[config.mk]
export PLATFORM = sky130hd
export DESIGN_NAME = sleep_ctrl
export DESIGN_NICKNAME = d
export VERILOG_FILES = /design/src/rtl/sleep_ctrl_pkg.sv /design/src/rtl/pin_sync.sv /design/src/rtl/wake_qual.sv /design/src/rtl/rst_timer.sv /design/src/rtl/pwr_fsm.sv /design/src/rtl/sleep_ctrl.sv
export SDC_FILE = /design/constraint.sdc
export NUM_CORES = 1
export LEC_CHECK = 0
export ABC_AREA = 1
export CORE_MARGIN = 3
export CORE_UTILIZATION = 45
export CTS_CLUSTER_DIAMETER = 40
export DETAILED_ROUTE_END_ITERATION = 16
export DONT_BUFFER_PORTS = 1
export GPL_TIMING_DRIVEN = 0
export MAX_ROUTING_LAYER = met4
export RECOVER_POWER = 25
export SLEW_MARGIN = 20
export SYNTH_ARGS = -nofsm -noshare
export SYNTH_HDL_FRONTEND = slang
export SYNTH_HIERARCHICAL = 1
export SYNTH_SLANG_ARGS = --single-unit
[constraint.sdc]
create_clock -name clk_i -period 1.66 [get_ports clk_i]
set_input_delay 0.249 -clock clk_i [delete_from_list [all_inputs] [get_ports clk_i]]
set_output_delay 0.249 -clock clk_i [all_outputs]
set_load 0.05 [all_outputs]
[src/rtl/sleep_ctrl_pkg.sv]
package sleep_ctrl_pkg;
  typedef enum logic [2:0] {
    ST_RUN    = 3'd0,
    ST_SLEEP  = 3'd1,
    ST_WAKE   = 3'd2,
    ST_EXC    = 3'd3,
    ST_RESET  = 3'd4,
    ST_HWSTBY = 3'd5
  } pwr_state_e;
endpackage

[src/rtl/pin_sync.sv]
module pin_sync #(
  parameter int   STAGES  = 2,
  parameter logic RST_VAL = 1'b1
) (
  input  logic clk_i,
  input  logic rst_ni,
  input  logic d_i,
  output logic q_o
);
  logic [STAGES-1:0] sr_q;

  always_ff @(posedge clk_i or negedge rst_ni) begin
    if (!rst_ni) sr_q <= {STAGES{RST_VAL}};
    else         sr_q <= {sr_q[STAGES-2:0], d_i};
  end

  assign q_o = sr_q[STAGES-1];
endmodule

[src/rtl/wake_qual.sv]
module wake_qual #(
  parameter int N_IRQ = 8
) (
  input  logic [N_IRQ-1:0] irq_req_i,
  input  logic [N_IRQ-1:0] irq_en_i,
  input  logic             cpu_mask_i,
  input  logic             nmi_i,
  output logic             wake_o
);
  logic any_enabled;

  assign any_enabled = |(irq_req_i & irq_en_i);
  // NMI bypasses both enable and mask
  assign wake_o      = nmi_i | (any_enabled & ~cpu_mask_i);
endmodule

[src/rtl/rst_timer.sv]
module rst_timer #(
  parameter int RST_MIN_CYC = 1000
) (
  input  logic clk_i,
  input  logic rst_ni,
  input  logic hold_i,
  output logic done_o
);
  localparam int CW = $clog2(RST_MIN_CYC + 1);
  localparam logic [CW-1:0] CNT_MAX = CW'(RST_MIN_CYC);

  logic [CW-1:0] cnt_q;

  always_ff @(posedge clk_i or negedge rst_ni) begin
    if (!rst_ni)          cnt_q <= '0;
    else if (!hold_i)     cnt_q <= '0;
    else if (!done_o)     cnt_q <= cnt_q + 1'b1;
  end

  assign done_o = (cnt_q == CNT_MAX);
endmodule

[src/rtl/pwr_fsm.sv]
module pwr_fsm
  import sleep_ctrl_pkg::*;
(
  input  logic clk_i,
  input  logic rst_ni,
  input  logic sleep_instr_i,
  input  logic stby_sel_i,
  input  logic lpwr_on_i,
  input  logic wake_i,
  input  logic rst_low_i,
  input  logic stby_low_i,
  input  logic rst_done_i,
  output logic in_reset_o,
  output logic cpu_clk_en_o,
  output logic per_clk_en_o,
  output logic irq_exc_o,
  output logic rst_exc_o,
  output logic hw_stby_o,
  output logic sw_stby_req_o
);
  pwr_state_e state_q, state_d;
  logic       sw_sel;
  logic       pins_quiet;

  assign sw_sel     = stby_sel_i | lpwr_on_i;
  assign pins_quiet = ~stby_low_i & ~rst_low_i;

  always_comb begin
    state_d = state_q;
    if (stby_low_i)                 state_d = ST_HWSTBY;
    else if (state_q == ST_HWSTBY)  state_d = ST_RESET;
    else if (rst_low_i)             state_d = ST_RESET;
    else begin
      unique case (state_q)
        ST_RUN:   if (sleep_instr_i && !sw_sel) state_d = ST_SLEEP;
        ST_SLEEP: if (wake_i)                   state_d = ST_WAKE;
        ST_WAKE:                                state_d = ST_EXC;
        ST_EXC:                                 state_d = ST_RUN;
        ST_RESET: if (rst_done_i)               state_d = ST_RUN;
        default:                                state_d = ST_RESET;
      endcase
    end
  end

  always_ff @(posedge clk_i or negedge rst_ni) begin
    if (!rst_ni) state_q <= ST_RESET;
    else         state_q <= state_d;
  end

  assign in_reset_o    = (state_q == ST_RESET);
  assign cpu_clk_en_o  = (state_q != ST_SLEEP) && (state_q != ST_HWSTBY);
  assign per_clk_en_o  = (state_q != ST_HWSTBY);
  assign hw_stby_o     = (state_q == ST_HWSTBY);
  assign irq_exc_o     = (state_q == ST_EXC);
  assign rst_exc_o     = in_reset_o & rst_done_i & pins_quiet;
  assign sw_stby_req_o = (state_q == ST_RUN) & sleep_instr_i & sw_sel & pins_quiet;
endmodule

[src/rtl/sleep_ctrl.sv]
module sleep_ctrl #(
  parameter int N_IRQ       = 8,
  parameter int RST_MIN_CYC = 1000,
  parameter int SYNC_STAGES = 2
) (
  input  logic             clk_i,
  input  logic             rst_ni,
  input  logic             sleep_instr_i,
  input  logic             stby_sel_i,
  input  logic             lpwr_on_i,
  input  logic [N_IRQ-1:0] irq_req_i,
  input  logic [N_IRQ-1:0] irq_en_i,
  input  logic             cpu_mask_i,
  input  logic             nmi_i,
  input  logic             rst_a_ni,
  input  logic             rst_b_ni,
  input  logic             stby_pin_ni,
  output logic             cpu_clk_en_o,
  output logic             per_clk_en_o,
  output logic             irq_exc_o,
  output logic             rst_exc_o,
  output logic             hw_stby_o,
  output logic             sw_stby_req_o
);
  localparam int N_PINS = 3;

  logic [N_PINS-1:0] pin_raw, pin_sync_q;
  logic wake, rst_low, stby_low, in_reset, rst_done;

  assign pin_raw = {stby_pin_ni, rst_b_ni, rst_a_ni};

  for (genvar g = 0; g < N_PINS; g++) begin : g_sync
    pin_sync #(.STAGES(SYNC_STAGES), .RST_VAL(1'b1)) u_sync (
      .clk_i (clk_i),
      .rst_ni(rst_ni),
      .d_i   (pin_raw[g]),
      .q_o   (pin_sync_q[g])
    );
  end

  assign rst_low  = ~pin_sync_q[0] | ~pin_sync_q[1];
  assign stby_low = ~pin_sync_q[2];

  wake_qual #(.N_IRQ(N_IRQ)) u_wake (
    .irq_req_i (irq_req_i),
    .irq_en_i  (irq_en_i),
    .cpu_mask_i(cpu_mask_i),
    .nmi_i     (nmi_i),
    .wake_o    (wake)
  );

  rst_timer #(.RST_MIN_CYC(RST_MIN_CYC)) u_timer (
    .clk_i (clk_i),
    .rst_ni(rst_ni),
    .hold_i(in_reset),
    .done_o(rst_done)
  );

  pwr_fsm u_fsm (
    .clk_i        (clk_i),
    .rst_ni       (rst_ni),
    .sleep_instr_i(sleep_instr_i),
    .stby_sel_i   (stby_sel_i),
    .lpwr_on_i    (lpwr_on_i),
    .wake_i       (wake),
    .rst_low_i    (rst_low),
    .stby_low_i   (stby_low),
    .rst_done_i   (rst_done),
    .in_reset_o   (in_reset),
    .cpu_clk_en_o (cpu_clk_en_o),
    .per_clk_en_o (per_clk_en_o),
    .irq_exc_o    (irq_exc_o),
    .rst_exc_o    (rst_exc_o),
    .hw_stby_o    (hw_stby_o),
    .sw_stby_req_o(sw_stby_req_o)
  );
endmodule

==> results of run 1 <==
-- stage by stage --
stage | instance area, um^2 | instances | worst slack (ps) | hold WS, ps
finish | 1390 | 194 | -420 | 254
global route | 1390 | 194 | -536 | 258
CTS | 1400 | 198 | -537 | 240
detailed placement | 1170 | 174 | -260 | -46.2
global placement | 1170 | 174 | -249 | -46.2
floorplan | 1130 | 146 | -126 | -46.6
-- state kept, by name (all words and copies together), names as in the netlist --
| register | count |
|---|---|
| u_timer/cnt_q | 10 |
| u_fsm/state_q | 3 |
| g_sync.u_sync/sr_q | 6 |
-- worst max path at each step --
stage	endpoint	slack, ps	cells past startpoint
after floorplan	rst_exc_o	-130	4
after global placement	rst_exc_o	-250	4
after detailed placement	rst_exc_o	-260	8
after CTS	rst_exc_o	-540	8
after global routing	rst_exc_o	-540	8
final	rst_exc_o	-420	8
-- worst register-to-register path, stage by stage, from the launching register on --
cell and delay, ps:
dfrtp_1 410, inv_2 70, ha_2 170, nand3_2 80, nor2_4 110, nand2_2 60, buf_4 130, buf_6 100
buf_4 130, nand3_2 60, nand2_1 60
-- Yosys cell counts (all sizes together), types with 2 or more instances --
cell type	number	area (um^2)
nand2	47	194
inv	24	90.1
nor2	21	106
nand3	13	75.1
dfrtp	12	300
dfstp	7	184
a21oi	5	25.0
nand4	3	18.8
o21ai	3	15.0
buf	2	25.0
ha	2	25.0
-- kinds of logic after synthesis --
group	share of synthesized area (%)
adder cells (fa/ha/maj)	2.26
XOR/XNOR	0.790
AO/OA/AOI/OAI	5.64
flip-flops	43.7
buffers and inverters	10.4
AND/OR/NAND/NOR	37.2
-- power by group through the flow --
stage               logic [mW]  clock network (mW)  registers [mW]
global placement         0.111                   0           0.512
CTS                      0.167               0.242           0.499
detailed placement       0.114                   0           0.515
floorplan               0.0991                   0           0.509
finish                   0.183               0.230           0.500
global route             0.203               0.258           0.502
-- area by class of cell --
type                       instances  area, um^2
tap                               28        35.0
timing repair buffer              16         134
clock buffer                       3        22.5
clock inverter                     1        5.00
sequential                        19         484
buffer                             2        25.0
inverter                          24        93.8
multi-input combinational        101         592
fill                             198         885
-- layer usage --
metal | GRT usage, % | vias to the layer above | share of wire (%)
li1 | - | 494 | -
met2 | 27.2 | 32 | 47
met4 | 5.56 | 0 | 0.61
met3 | 3.25 | 2 | 6.0
met1 | 20.7 | 423 | 46
met5 | - | - | 0
-- repair_timing --
action	4_1_cts	5_1_grt
setup buffers	16	2
gates resized for setup	14	6
hold endpoints to repair	22	0
endpoints found under the setup margin	4	6
hold buffers	4	0
pin swaps	8	8
==> results.toml, run 1 <==
[status]
status = "complete, but fails checks"
violated_checks = "setup timing"

[pwr]
power_switching_share_pct = 29.2
total_power_uw = 913
power.net_switching_uw = 266
static-leakage-power_nw = 0.648
p_per_area_nw_per_um2 = 656
clkPwrFrac_pct = 25.2
vdd_ir_drop_max_mv = 0.633
combinationalPowerShare_pct = 20.0
sequentialPowerShare_pct = 54.7
p_int_uw = 647

[routing]
firstDrtPassIters = 4
detailedRoute.firstIterationViolations = 37
number_of_remaining_drc_errors = 0
drtAntennaViolNets = 0
detail_route.wl_per_cell_um = 11.8
route.final.wire_length_mm = 2.30
detailroute.via_count = 951
drt-vias-per-instance = 4.90

[critical_path]
timing.setup.critical_path_class = "flip-flop to primary output"
critPathCaptureType = "primary output"
slack_of_the_worst_reg_to_reg_path_ps = 160
cp_slowest_cell = "nor4_4"
worstReg2RegEnd = "u_timer/cnt_q[1]"
worstPathCellList = "inv_2 > ha_2 > nand3_2 > nor2_4 > nand2_2 > inv_2 > inv_2 > nor4_4"
critPathRequiredTime_ps = 1410
critPathBufInv = 3
worst_setup_path_startpoint = "u_timer/cnt_q[0]"
timing.critical_path.mode_cell = "inv_2"
critPathMaxStageDelay_ps = 540
rr_startpoint = "u_timer/cnt_q[0]"
critPathTopFamily = "simple AND/OR/NAND/NOR gates"
reg2reg_depth = 10
arrival_ps = 1830
timing.critical_path.fanout_max = 2
worstSetupStartpointType = "flip-flop"

[worst_hold_path]
hold-path-endpoint = "u_fsm/state_q[1]"
holdCritPathClass = "primary input to flip-flop"
hp-start = "sleep_instr_i"
timing.hold.worst_path_depth = 4

[synth]
synthesis.area_per_instance_um2 = 7.59
synth-seq-area-share_pct = 43.7
ys_seq_elements = 19
dominantRegCellSynth = "dfrtp_1"
netlist_instances = 146
synthDistinctLibCells = 25
synth_async_sr_flop_share_pct = 100
syn-cell-area_um2 = 1110
yosys_warnings = 6
synth_nets = 174
synth_edf_count = 0

[grt]
pin_count_of_the_biggest_net_entering_global_routing = 20
globalRouteOverflowTotal = 0
grt_pass1_vias = 958
antenna_violations_before_repair = 0
grt_use_total_pct = 16.7
grt_pass1_wl_mm = 4.00

[die]
die_height_um = 55.6
floorplan.rows = 17
core-area_um2 = 2280
initial_cell_density_of_the_core_pct = 48.7
floorplan.die.width_um = 55.6
die-area_um2 = 3100
boundaryPins = 32

[timing]
max_slew_violation_count = 0
tightest_slew_ps = 824
unrepaired_setup_endpoints_after_global_routing = "true"
period_minus_slack_ps = 2080
post-route-period-util_pct = 125
hold_violations = 0
timing.max_slew.rel_slack_pct = 44.9
setup_violations = 2
setup_slack_ps = -420
totalNegativeSetupSlack_ps = -569
finClkSkew_ps = 10.7
max_freq_ghz = 0.481

[run]
timing.max_cap.violations = 0

[placed_design]
buffer_ports.inserted = 0
dp_hpwl_mm = 1.62
gp_routability_congestion = 0.745

[layout]
final_core_utilization_pct = 61.1
n_diodes = 0
layout_common_cells = "nand2_1 (38), inv_1 (14), nor2_1 (12), dfrtp_1 (12), buf_4 (11)"
finalNetCount = 195
syn2layout_area_growth_pct = 25.5
mostFrequentLayoutCell = "nand2_1"
post_route_cells_drive_above_1_share_pct = 36.1

[cts]
cts.htree.levels = 1
cts_tree = "done"
tritoncts.num_buffers = 3
worstSkewPairLatency_ps = 300
worst_setup_hold_path_clk_slew_ps = 110
cts_max_path_buffers = 2
cts_sinks = 19
clock_root_buffer = "clkbuf_4"
Power figures use the tool's default switching activity.
==> inputs of run 2 (changes only) <==
--- a/config.mk
+++ b/config.mk
@@ -13,7 +13,6 @@
 export DONT_BUFFER_PORTS = 1
 export GPL_TIMING_DRIVEN = 0
 export MAX_ROUTING_LAYER = met4
-export RECOVER_POWER = 25
 export SLEW_MARGIN = 20
 export SYNTH_ARGS = -nofsm -noshare
 export SYNTH_HDL_FRONTEND = slang
==> constraint.sdc (replaced) <==
create_clock -name clk_i -period 2.4 [get_ports clk_i]
set_input_delay 0.36 -clock clk_i [delete_from_list [all_inputs] [get_ports clk_i]]
set_output_delay 0.36 -clock clk_i [all_outputs]
set_load 0.05 [all_outputs]
==> run 2 against run 1 <==
Compared with the run above:
- the run now ends clean
- core utilization decreased by 5.4 points
- total power decreased by 33%
- register-to-register slack improved by 770 ps
- clock power is 29% lower
- critical path depth unchanged
- cell count down 5.2%
- first-iteration DRC count is 5.4% lower
- critical endpoint unchanged
==> results.toml, run 2 (same netlist as run 1, synthesis figures left out) <==
[layout]
syn2layout_area_growth_pct = 14.3
post_route_cells_drive_above_1_share_pct = 28.8
largest_reg_flops = 10
finalNetCount = 185
layoutNonFillerInstCount = 184
mostFrequentLayoutCell = "nand2_1"
top_regs = "u_timer/cnt_q (10), g_sync.u_sync/sr_q (6), u_fsm/state_q (3)"
top_register = "u_timer/cnt_q"
n_diodes = 0
layout_common_cells = "nand2_1 (40), inv_1 (16), nor2_1 (14)"

[critical_path]
slack_of_the_worst_reg_to_reg_path_ps = 930
rr_startpoint = "u_timer/cnt_q[1]"
arrival_ps = 2010
cp_slowest_cell = "nor4_4"
critPathRequiredTime_ps = 2040
worstReg2RegEnd = "u_fsm/state_q[0]"
reg2reg_depth = 11
critPathBufInv = 3
timing.critical_path.fanout_max = 4
critPathMaxStageDelay_ps = 680
critPathTopFamily = "simple AND/OR/NAND/NOR gates"
worstPathCellList = "inv_2 > ha_4 > nand3_4 > nor2_4 > nand2_2 > inv_2 > inv_2 > nor4_4"
critPathCaptureType = "primary output"
worst_setup_path_startpoint = "u_timer/cnt_q[1]"
worstSetupStartpointType = "flip-flop"
timing.critical_path.mode_cell = "inv_2"
timing.setup.critical_path_class = "flip-flop to primary output"

[die]
floorplan.rows = 17
initial_cell_density_of_the_core_pct = 48.7
boundaryPins = 32
floorplan.die.width_um = 55.6
core-area_um2 = 2280
die_height_um = 55.6
die-area_um2 = 3100

[worst_hold_path]
timing.hold.worst_path_depth = 0
hp-start = "rst_a_ni"
holdCritPathClass = "primary input to flip-flop"
hold-path-endpoint = "g_sync[0].u_sync/sr_q[0]"

[pwr]
p_int_uw = 439
p_per_area_nw_per_um2 = 486
static-leakage-power_nw = 0.598
vdd_ir_drop_max_mv = 0.428
power.net_switching_uw = 177
power_switching_share_pct = 28.7
combinationalPowerShare_pct = 17.1
sequentialPowerShare_pct = 56.4
clkPwrFrac_pct = 26.5

[routing]
detailedRoute.firstIterationViolations = 35
detailroute.via_count = 925
route.final.wire_length_mm = 2.16
number_of_remaining_drc_errors = 0
firstDrtPassIters = 4
drt-vias-per-instance = 5.03
detail_route.wl_per_cell_um = 11.7
drtAntennaViolNets = 0

[timing]
tightest_slew_ps = 880
hold_violations = 0
post-route-period-util_pct = 98.6
unrepaired_setup_endpoints_after_global_routing = "true"
period_minus_slack_ps = 2370
setup_violations = 0
finClkSkew_ps = 19.1
timing.max_slew.rel_slack_pct = 41.1
totalNegativeSetupSlack_ps = 0
max_slew_violation_count = 0
max_freq_ghz = 0.423

[placed_design]
dp_hpwl_mm = 1.57
buffer_ports.inserted = 0
gp_routability_congestion = 0.795
dpl.cell_count = 174

[cts]
tritoncts.num_buffers = 3
cts_tree = "done"
clock_root_buffer = "clkbuf_4"
worst_setup_hold_path_clk_slew_ps = 90
cts_max_path_buffers = 2
worstSkewPairLatency_ps = 300
cts.htree.levels = 1
cts_sinks = 19

[grt]
grt_pass1_wl_mm = 3.43
grt_use_total_pct = 14.5
grt_pass1_vias = 787
antenna_violations_before_repair = 0
pin_count_of_the_biggest_net_entering_global_routing = 20
globalRouteOverflowTotal = 0

[run]
timing.max_cap.violations = 0

[status]
status = "complete, no violations"
run 2: cell types whose count changed in the layout (fill, tap and decap cells not counted), moves of 2 or more:
cell	change
buf_4	-6
dlygate4sd3_1	-3
inv_1	+2
nand2_1	+2
nand3_2	-2
nor2_1	+2
nor2_4	-2
run 2: area by class of cell:
type,count,area [um^2]
clock buffer,4,26.3
inverter,24,90.1
sequential,19,484
tap,28,35.0
fill,214,1010
timing repair buffer,6,47.5
multi-input combinational,101,559
buffer,2,25.0
run 2: worst reg2reg max path, delay by kind of cell (launching register included):
family,cells,cell delay [ps]
adder cells (fa/ha/maj),1,140
AND/OR/NAND/NOR,7,650
flip-flops,1,420
buffers and inverters,3,200
run 2: power groups by stage:
stage	Combinational, mW	Sequential (mW)	Clock [mW]
final	0.106	0.348	0.163
after global routing	0.120	0.349	0.182
after CTS	0.0854	0.350	0.171
after detailed placement	0.0773	0.355	0
after global placement	0.0748	0.354	0
after floorplan	0.0667	0.352	0
run 2: stage by stage:
stage | util [%] | cell area (um^2) | total power, mW | worst slack (ps) | hold slack, ps
4_1_cts | 52.7 | 1200 | 0.606 | 30.2 | 41.4
3_5_place_dp | 51.1 | 1160 | 0.433 | 251 | 64.7
2_1_floorplan | - | 1110 | 0.419 | 102 | 64.4
6_report | 55.7 | 1270 | 0.616 | 34.0 | 57.9
3_3_place_gp | 50.5 | 1150 | 0.429 | -47.0 | 64.8
5_1_grt | 55.7 | 1270 | 0.651 | -78.7 | 27.5
run 2: repair_timing:
| item | CTS | global route |
|---|---|---|
| pin swaps | 1 | 4 |
| setup buffers | 0 | 5 |
| cloned | 0 | 0 |
| hold buffers | 1 | 0 |
| gates resized for setup | 0 | 9 |
| setup endpoints to repair | 1 | 2 |
| hold endpoints to repair | 19 | 0 |
run 2: worst max path at each step:
stage / to / cells after the start
after global routing: rst_exc_o / 8
after floorplan: rst_exc_o / 8
after global placement: rst_exc_o / 8
after detailed placement: rst_exc_o / 8
after CTS: rst_exc_o / 8
final: rst_exc_o / 8
run 2: routing by layer:
layer | track usage, % | up-vias | routed length, um
met5 | - | - | 0
met1 | 19.6 | 406 | 1010
met3 | 3.25 | 4 | 151
met4 | 6.25 | 0 | 42
li1 | - | 476 | -
met2 | 20.9 | 39 | 954
